## src/rtl/sar_ser_pkg.sv

```systemverilog
package sar_ser_pkg;
   typedef enum logic [1:0] {
      ST_IDLE  = 2'd0,
      ST_CONV  = 2'd1,
      ST_DRAIN = 2'd2
   } seq_st_t;
endpackage

```

## src/rtl/sar_conv_timer.sv

```systemverilog
module sar_conv_timer #(
   parameter int CONV_CYC = 80
) (
   input  logic clk,
   input  logic rst_n,
   input  logic launch,
   output logic running,
   output logic done
);
   localparam int CW = $clog2(CONV_CYC + 1);
   localparam logic [CW-1:0] LAST = CW'(CONV_CYC - 1);

   logic [CW-1:0] cnt;

   generate
      if (CONV_CYC < 2) begin : g_bad_len
         $error("sar_conv_timer: CONV_CYC must be at least 2");
      end
   endgenerate

   assign done = running && (cnt == LAST);

   always_ff @(posedge clk or negedge rst_n) begin
      if (!rst_n) begin
         running <= 1'b0;
         cnt     <= '0;
      end else if (launch) begin
         running <= 1'b1;
         cnt     <= '0;
      end else if (running) begin
         if (cnt == LAST) begin
            running <= 1'b0;
         end else begin
            cnt <= cnt + 1'b1;
         end
      end
   end

   // conversion window closes right after its final count
   assert_conv_close_R2: assert property (@(posedge clk) disable iff (!rst_n)
      done && !launch |=> !running);

   // the counter never runs past its final value
   assert_cnt_range_R2: assert property (@(posedge clk) disable iff (!rst_n)
      running |-> cnt <= LAST);
endmodule

```

## src/rtl/sar_ser_shifter.sv

```systemverilog
module sar_ser_shifter #(
   parameter int DW      = 16,
   parameter int SCK_DIV = 2
) (
   input  logic          clk,
   input  logic          rst_n,
   input  logic          load,
   input  logic [DW-1:0] word,
   output logic          act,
   output logic          sck_raw,
   output logic          sdo,
   output logic          fin
);
   localparam int BCW = (DW > 1) ? $clog2(DW) : 1;
   localparam int DCW = (SCK_DIV > 1) ? $clog2(SCK_DIV) : 1;
   localparam logic [BCW-1:0] LAST_BIT = BCW'(DW - 1);

   logic [DW-1:0]  shreg;
   logic [BCW-1:0] bit_cnt;
   logic           tick;
   logic           fall;

   generate
      if (SCK_DIV < 1) begin : g_bad_div
         $error("sar_ser_shifter: SCK_DIV must be at least 1");
      end
      if (SCK_DIV == 1) begin : g_nodiv
         assign tick = act;
      end else begin : g_div
         logic [DCW-1:0] div_cnt;
         assign tick = act && (div_cnt == DCW'(SCK_DIV - 1));
         always_ff @(posedge clk or negedge rst_n) begin
            if (!rst_n) begin
               div_cnt <= '0;
            end else if (!act || tick || load) begin
               div_cnt <= '0;
            end else begin
               div_cnt <= div_cnt + 1'b1;
            end
         end
      end
   endgenerate

   assign fall = tick && sck_raw;
   assign fin  = fall && (bit_cnt == LAST_BIT);
   assign sdo  = act && shreg[DW-1];

   always_ff @(posedge clk or negedge rst_n) begin
      if (!rst_n) begin
         act     <= 1'b0;
         sck_raw <= 1'b0;
         shreg   <= '0;
         bit_cnt <= '0;
      end else if (load) begin
         act     <= 1'b1;
         sck_raw <= 1'b0;
         shreg   <= word;
         bit_cnt <= '0;
      end else if (tick) begin
         sck_raw <= ~sck_raw;
         if (fall) begin
            if (bit_cnt == LAST_BIT) begin
               act <= 1'b0;
            end else begin
               bit_cnt <= bit_cnt + 1'b1;
               shreg   <= {shreg[DW-2:0], 1'b0};
            end
         end
      end
   end

   // clock rests low whenever no frame is running
   assert_sck_rest_R6: assert property (@(posedge clk) disable iff (!rst_n)
      !act |-> !sck_raw);

   // data only moves while the clock is in its high half (falling edge next)
   assert_data_hold_R5: assert property (@(posedge clk) disable iff (!rst_n)
      act && $past(act) && !$past(load) && !$past(sck_raw) |-> $stable(shreg));

   // bit index stays inside the word
   assert_bit_range_R6: assert property (@(posedge clk) disable iff (!rst_n)
      act |-> bit_cnt <= LAST_BIT);
endmodule

```

## src/rtl/sar_serial_master.sv

```systemverilog
module sar_serial_master
   import sar_ser_pkg::*;
#(
   parameter int DW       = 16,
   parameter int CONV_CYC = 80,
   parameter int SCK_DIV  = 2
) (
   input  logic          clk,
   input  logic          rst_n,
   input  logic          conv_start,
   input  logic          ext_clk_sel,
   input  logic          rd_during,
   input  logic          rd_qual,
   input  logic          inv_sck,
   input  logic          inv_frm,
   input  logic [DW-1:0] core_word,
   output logic          busy,
   output logic          sck,
   output logic          frm,
   output logic          sdo
);
   localparam int FRAME_CYC = DW * 2 * SCK_DIV;

   generate
      if (DW < 2) begin : g_bad_dw
         $error("sar_serial_master: DW must be at least 2");
      end
      if (FRAME_CYC > CONV_CYC) begin : g_bad_fit
         $error("sar_serial_master: read-during frame must fit inside CONV_CYC");
      end
   endgenerate

   seq_st_t       st;
   logic          mode_q;
   logic [DW-1:0] held;
   logic          accept;
   logic          ser_ok;
   logic          conv_run;
   logic          conv_done;
   logic          sh_load;
   logic [DW-1:0] sh_word;
   logic          sh_act;
   logic          sh_sck;
   logic          sh_sdo;
   logic          sh_fin;

   assign accept  = (st == ST_IDLE) && conv_start;
   assign ser_ok  = rd_qual && !ext_clk_sel;
   assign sh_load = (accept && rd_during && ser_ok)
                 || (conv_done && !mode_q && ser_ok);
   assign sh_word = accept ? held : core_word;

   sar_conv_timer #(.CONV_CYC(CONV_CYC)) u_timer (
      .clk     (clk),
      .rst_n   (rst_n),
      .launch  (accept),
      .running (conv_run),
      .done    (conv_done)
   );

   sar_ser_shifter #(.DW(DW), .SCK_DIV(SCK_DIV)) u_shift (
      .clk     (clk),
      .rst_n   (rst_n),
      .load    (sh_load),
      .word    (sh_word),
      .act     (sh_act),
      .sck_raw (sh_sck),
      .sdo     (sh_sdo),
      .fin     (sh_fin)
   );

   always_ff @(posedge clk or negedge rst_n) begin
      if (!rst_n) begin
         st     <= ST_IDLE;
         mode_q <= 1'b0;
         held   <= '0;
      end else begin
         if (conv_done) begin
            held <= core_word;
         end
         case (st)
            ST_IDLE: begin
               if (accept) begin
                  st     <= ST_CONV;
                  mode_q <= rd_during;
               end
            end
            ST_CONV: begin
               if (conv_done) begin
                  st <= (!mode_q && ser_ok) ? ST_DRAIN : ST_IDLE;
               end
            end
            ST_DRAIN: begin
               if (sh_fin) begin
                  st <= ST_IDLE;
               end
            end
            default: st <= ST_IDLE;
         endcase
      end
   end

   assign busy = (st != ST_IDLE);
   assign sck  = sh_sck ^ inv_sck;
   assign frm  = sh_act ^ inv_frm;
   assign sdo  = sh_sdo;

   // a start seen while idle raises busy on the next cycle
   assert_busy_rise_R2: assert property (@(posedge clk) disable iff (!rst_n)
      !busy && conv_start |=> busy);

   // serial frames only exist inside a busy period
   assert_frame_in_busy_R6: assert property (@(posedge clk) disable iff (!rst_n)
      sh_act |-> busy);

   // the drain phase of read-after mode always has a frame running
   assert_drain_frame_R3: assert property (@(posedge clk) disable iff (!rst_n)
      st == ST_DRAIN |-> sh_act);

   // conversion timer runs exactly while in the conversion phase
   assert_timer_phase_R10: assert property (@(posedge clk) disable iff (!rst_n)
      conv_run |-> st == ST_CONV);

   // the holding register takes the core word at conversion end
   assert_capture_R11: assert property (@(posedge clk) disable iff (!rst_n)
      conv_done |=> held == $past(core_word));
endmodule

```

## config.mk

```make
export PLATFORM = sky130hd
export DESIGN_NAME = sar_serial_master
export DESIGN_NICKNAME = d
export VERILOG_FILES = /design/src/rtl/sar_ser_pkg.sv /design/src/rtl/sar_conv_timer.sv /design/src/rtl/sar_ser_shifter.sv /design/src/rtl/sar_serial_master.sv
export SDC_FILE = /design/constraint.sdc
export NUM_CORES = 1
export LEC_CHECK = 0
export BUFFER_PORTS_ARGS = -buffer_cell sky130_fd_sc_hd__buf_2
export CAP_MARGIN = 15
export CORE_ASPECT_RATIO = 0.75
export CORE_UTILIZATION = 50
export CTS_CLUSTER_SIZE = 30
export DETAILED_ROUTE_END_ITERATION = 12
export GPL_ROUTABILITY_DRIVEN = 0
export PLACE_DENSITY = 0.79
export SLEW_MARGIN = 10
export SYNTH_ARGS = -nofsm -noshare
export SYNTH_HDL_FRONTEND = slang
export SYNTH_SLANG_ARGS = --single-unit
```

## constraint.sdc

```tcl
create_clock -name clk -period 6.2 [get_ports clk]
set_input_delay 0.31 -clock clk [delete_from_list [all_inputs] [get_ports clk]]
set_output_delay 0.31 -clock clk [all_outputs]
set_load 0.005 [all_outputs]
```

==> results of run 1 <==
## where the power goes
group	switching [mW]	internal [mW]
Sequential	0.0820	0.444
Combinational	0.131	0.152
Clock	0.0982	0.0780
## final cells by class
type                    instances  area, sq um
clock buffers                   7        76.32
fillers                       386         1899
inverters                       2        7.507
multi-input cells             127         1090
flip-flops and latches         50         1251
well taps                      57        71.32
repair buffers                 29        150.1
## layer usage
| layer | track usage (%) | part of all wire [%] |
|---|---|---|
| met5 | 0 | 0 |
| met4 | 3.759 | 0.40 |
| met3 | 4.380 | 3.4 |
| met2 | 27.51 | 47 |
| met1 | 22.20 | 49 |
## worst register-to-register path: stages (launching register included)
cell     delay, ns
dfrtp_1       0.41
or3b_4        0.44
or4b_4        0.51
a21oi_4       0.68
mux2i_1       0.28
## metrics by stage
step	power, mW	instance area [sq um]	std cells
floorplan	0.7378	2400	188
finish	0.9854	2646	272
detailed placement	0.8209	2570	265
global placement	0.8009	2570	265
global route	1.060	2646	272
CTS	0.9986	2646	272
## registers in the layout (all words and copies together), names as in the netlist
| signal | flops |
|---|---|
| held | 16 |
| u_shift.shreg | 16 |
| u_timer.cnt | 7 |
| u_shift.bit_cnt | 4 |
| st | 2 |
| mode_q | 1 |
| u_shift.act | 1 |
| u_shift.g_div.div_cnt | 1 |
| u_shift.sck_raw | 1 |
| u_timer.running | 1 |
## logic make-up (layout without fill, tap and decap cells)
family	after synthesis	after routing
xor+xnor	12	12
fa+ha+maj	2	2
buf+inv	11	38
flops	50	50
mux	65	65
simple gates	40	40
compound gates	8	8
## path summary, 6_finish.rpt
check / start / to
min in group clk: core_word[7] / held[7]
hold / removal: rst_n / st[1]
setup reg to reg: u_timer.cnt[5] / u_shift.shreg[2]
setup / recovery: u_timer.cnt[5] / u_shift.shreg[2]
hold reg to reg: u_shift.g_div.div_cnt / u_shift.g_div.div_cnt
max in group asynchronous: rst_n / held[1]
## synthesized netlist by cell type (2+ instances only)
cell / n
and2_1: 2
o21ai_0: 2
xor2_1: 11
inv_1: 2
nor3b_1: 2
o211ai_1: 2
buf_2: 3
and3_1: 4
mux2_2: 16
nor2_1: 13
nand2_1: 4
clkbuf_1: 3
nand2b_1: 4
dfrtp_1: 50
mux2i_1: 49
nand4_1: 2
nand3_1: 5
ha_1: 2
==> qor.yml, run 1 <==
run_status:
  outcome: "complete, no violations"
yosys:
  synth_fp_nets: 214
  async_flop_share_pct: 100.0
  synth.top_cell.area_share_pct: 52.14
  synth-simple-area-share_pct: 9.072
  ys_warn_count: 0
  synth_edf_count: 0
  synth.area.mux_share_pct: 27.95
  avgSynthCellArea_sq_um: 12.76
  synth_xor_area_share_pct: 4.380
  synth_area_leaders: "dfrtp_1 (52%), mux2i_1 (20%), mux2_2 (7.5%), xor2_1 (4.0%), nor2_1 (2.0%)"
  synth-compound-area-share_pct: 2.763
  netlist_area_sq_um: 2400
  syn_inst: 188
  synth_top_cell_by_area: "dfrtp_1"
  ys_seq_elements: 50
  synth_top_family_by_area: "multiplexers"
  yosysSeqAreaShare_pct: 52.14
  synth_fa_ha_area_share_pct: 1.043
  ys_types: 30
  yosys_most_used_dff: "dfrtp_1"
critical_path:
  critPathLaunchType: "register"
  path_depth: 4
  crit_path_max_fanout: 23
  arrival_ns: 2.62
  path_cells: "or3b_4 -> or4b_4 -> a21oi_4 -> mux2i_1"
  crit_buf_inv: 0
  end_kind: "register"
  reg2reg_setup_slack_ns: 3.79
  cpPeakStageDelay_ns: 0.68
  critPathRequiredTime_ns: 6.41
  cp_top_family: "simple AND/OR/NAND/NOR gates"
  r2r_cells: 4
  path_class: "register to register"
  critPathSlowestCell: "a21oi_4"
route:
  vias: 1444
  drt-vias-per-instance: 5.309
  route.detailed.drc: 0
  wl_per_cell_microns: 13.90
  dr.first_iter.drc_count: 80
  totalWireLength_microns: 3781
  ant_nets: 0
  drt_pass1_iterations: 4
sta:
  holdWs_ns: 0.1210
  fin_setup_tns_ns: 0
  finalHoldViolations: 0
  drv_slew: 0
  slew_headroom_pct: 35.99
  tightest_slew_ns: 0.9602
  period_needed_ns: 2.409
  rsz0062_at_grt: "false"
  fin_ws_ns: 3.791
  finalSetupViolCount: 0
  fin_skew_ns: 0.003824
  fin_crit_sh_pct: 38.86
  fmax_mhz: 415.0
cells_and_area:
  area_growth_pct: 10.27
  diodes: 0
  final_cell_mix: "dfrtp_1 (50), mux2i_1 (49), buf_2 (27), mux2_2 (16), nor2_1 (13)"
  drive_gt1_share_pct: 26.05
  layout.nets: 241
  finish.utilization_pct: 58.22
  final_common_cell: "dfrtp_1"
cts:
  cts_setup_buffers: 0
  path_clk_slew_ns: 0.09
  cts_tree: "built"
  cts_max_level: 2
  insertion_delay_ns: 0.29
  clockBufferDepth: 2
  cts-resized-gates: 0
  ctsHoldBuffers: 0
  root_buffer: "clkbuf_8"
  cts_num_sinks: 50
  cts_buffers: 5
die:
  die_area_sq_um: 5083
  die_h_microns: 62.00
  die_w_microns: 82.00
  coreArea_sq_um: 4546
  io_pins: 28
  rows: 21
  start_util_pct: 52.79
power:
  p_per_area_nw_per_um2: 372.4
  ir_worst_vdd_mv: 0.1790
  power.leakage_nw: 1.063
flow_run:
  cap_viol_max_count: 0
grt:
  grt_pass1_vias: 1382
  grt_pass1_wl_microns: 6251
  antenna_found_initial: 0
  grt_max_degree: 51
  grt_overflow: 0
  grt_usage_pct: 16.61
placed_design:
  io_buffers: 27
  dpl.hpwl_microns: 2582
  post-place-ws_ns: 3.787
hold_path:
  hold_class: "primary input to asynchronous set/reset pin"
No activity file was read; power rests on OpenSTA's default activity.
==> run 2, diff against run 1 <==
--- a/config.mk
+++ b/config.mk
@@ -12,7 +12,7 @@
 export CTS_CLUSTER_SIZE = 30
 export DETAILED_ROUTE_END_ITERATION = 12
 export GPL_ROUTABILITY_DRIVEN = 0
-export PLACE_DENSITY = 0.79
+export PLACE_DENSITY = 0.82
 export SLEW_MARGIN = 10
 export SYNTH_ARGS = -nofsm -noshare
 export SYNTH_HDL_FRONTEND = slang
==> constraint.sdc (replaced) <==
create_clock -name clk -period 2.21 [get_ports clk]
set_input_delay 0.1105 -clock clk [delete_from_list [all_inputs] [get_ports clk]]
set_output_delay 0.1105 -clock clk [all_outputs]
set_load 0.005 [all_outputs]
==> qor.yml, run 2 (synthesized netlist as in run 1, its figures left out) <==
run_status:
  outcome: "complete, no violations"  # unchanged
critical_path:
  path_cells: "or3b_4 -> or4b_4 -> a21oi_4 -> buf_12 -> mux2i_1"  # was or3b_4 -> or4b_4 -> a21oi_4 -> mux2i_1
  critPathSlowestCell: "or4b_4"  # was a21oi_4
  cpPeakStageDelay_ns: 0.51  # was 0.68 ns
  crit_buf_inv: 1  # was 0
  critPathLaunchType: "register"  # unchanged
  arrival_ns: 2.29  # was 2.62 ns
  cp_top_family: "simple AND/OR/NAND/NOR gates"  # unchanged
  crit_path_max_fanout: 23  # unchanged
  critPathRequiredTime_ns: 2.44  # was 6.41 ns
  end_kind: "register"  # unchanged
  path_class: "register to register"  # unchanged
cells_and_area:
  area_growth_pct: 13.66  # was 10.27%
  multi_input_area_sq_um: 1090  # unchanged
  postLayoutCellArea_sq_um: 2728  # was 2646 sq um
  finish.utilization_pct: 60.01  # was 58.22%
  finalNonFillerCells: 277  # was 272
  drive_gt1_share_pct: 28.18  # was 26.05%
  layout.nets: 245  # was 241
  seq_area_sq_um: 1251  # unchanged
  final_cell_mix: "dfrtp_1 (50), mux2i_1 (49), buf_2 (27), mux2_2 (16), nor2_1 (13)"  # unchanged
  reg.largest.list: "held: 16 flops, u_shift.shreg: 16 flops, u_timer.cnt: 7 flops"  # unchanged
  num-fill-cells: 360  # was 386
  diodes: 0  # unchanged
  final_common_cell: "dfrtp_1"  # unchanged
power:
  total_power_mw: 2.944  # was 0.9854 mW
  power.leakage_nw: 1.105  # was 1.063 nW
  ir_worst_vdd_mv: 0.5249  # was 0.1790 mV
  p_per_area_nw_per_um2: 1079  # was 372.4 nW/um^2
route:
  dr.first_iter.drc_count: 66  # was 80
  route.detailed.drc: 0  # unchanged
  wl_per_cell_microns: 13.90  # about the same
  drt-vias-per-instance: 5.303  # was 5.309
  vias: 1469  # was 1444
  totalWireLength_microns: 3849  # was 3781 microns
  drt_pass1_iterations: 3  # was 4
  ant_nets: 0  # unchanged
grt:
  grt_max_degree: 51  # unchanged
  antenna_found_initial: 0  # unchanged
  grt_pass1_vias: 1431  # was 1382
  grt_pass1_wl_microns: 6258  # was 6251 microns
  grt_usage_pct: 17.35  # was 16.61%
  grt_overflow: 0  # unchanged
die:
  start_util_pct: 52.79  # unchanged
  coreArea_sq_um: 4546  # unchanged
  io_pins: 28  # unchanged
  die_h_microns: 62.00  # unchanged
  die_w_microns: 82.00  # unchanged
  rows: 21  # unchanged
  die_area_sq_um: 5083  # unchanged
sta:
  rsz0062_at_grt: "false"  # unchanged
  tightest_slew_ns: 0.5983  # was 0.9602 ns
  drv_slew: 0  # unchanged
  fin_setup_tns_ns: 0  # unchanged
  finalSetupViolCount: 0  # unchanged
  holdWs_ns: 0.04208  # was 0.1210 ns
  fmax_mhz: 485.6  # was 415.0 MHz
  period_needed_ns: 2.060  # was 2.409 ns
  fin_skew_ns: 0.008709  # was 0.003824 ns
  finalHoldViolations: 0  # unchanged
  fin_crit_sh_pct: 93.19  # was 38.86%
  fin_ws_ns: 0.1505  # was 3.791 ns
  slew_headroom_pct: 60.11  # was 35.99%
cts:
  cts_buffers: 5  # unchanged
  path_clk_slew_ns: 0.09  # about the same
  cts_max_level: 2  # unchanged
  cts_num_sinks: 50  # unchanged
  cts_tree: "built"  # unchanged
  clockBufferDepth: 2  # unchanged
  root_buffer: "clkbuf_8"  # unchanged
  cts-resized-gates: 0  # unchanged
  insertion_delay_ns: 0.31  # was 0.29 ns
flow_run:
  cap_viol_max_count: 0  # unchanged
placed_design:
  place_area_sq_um: 2605  # was 2570 sq um
  io_buffers: 27  # unchanged
  dpl.hpwl_microns: 2649  # was 2582 microns
  post-place-cells: 268  # was 265
  post-place-ws_ns: 0.1582  # was 3.787 ns
hold_path:
  hold_class: "primary input to register"  # was primary input to asynchronous set/reset pin
run 2: cell types whose count changed in the layout (fill, tap and decap cells not counted):
cell / before / now
buf_4: 2 / 4
buf_12: 0 / 1
clkinv_2: 0 / 1
inv_6: 0 / 1
clkbuf_1: 2 / 0
bufinv_16: 0 / 1
dlygate4sd3_1: 0 / 1
run 2: worst register-to-register path, cell delays in order (launching register included):
cell     delay, ns
dfrtp_1       0.43
or3b_4        0.43
or4b_4        0.52
a21oi_4       0.18
buf_12        0.20
mux2i_1       0.23
run 2: path summary, 6_finish.rpt:
kind | from | endpoint | slack [ns] | depth (start not counted)
min in group asynchronous | rst_n | u_timer.cnt[3] | 0.42 | 3
hold / removal | core_word[0] | held[0] | 0.04 | 2
max in group asynchronous | rst_n | held[11] | 1.38 | 3
setup reg to reg | u_timer.cnt[4] | u_shift.shreg[3] | 0.15 | 5
hold reg to reg | u_shift.g_div.div_cnt | u_shift.g_div.div_cnt | 0.45 | 1
setup / recovery | u_timer.cnt[4] | u_shift.shreg[3] | 0.15 | 5
run 2: layer usage:
metal | wire length [microns] | vias to the layer above | global-route usage, %
li1 | - | 725 | -
met1 | 1814 | 715 | 21.80
met2 | 1848 | 21 | 29.04
met3 | 119 | 8 | 4.380
met4 | 66 | 0 | 7.519
met5 | 0 | - | 0
run 2: cell type report:
cell class                      count  share of cell area, %
Clock buffer                        5                  2.523
Inverter                            2                 0.2752
Sequential cell                    50                  45.87
Tap cell                           57                  2.615
Timing Repair Buffer               33                  7.156
Clock inverter                      3                  1.606
Multi-Input combinational cell    127                  39.95
run 2: power by group:
part | internal, mW | switching (mW)
Clock | 0.339 | 0.310
Combinational | 0.434 | 0.380
Sequential | 1.25 | 0.234
run 2: what timing repair did:
item / CTS / global route
hold endpoints to repair: 50 / 0
hold buffers: 1 / 0
buffers inserted: 0 / 0
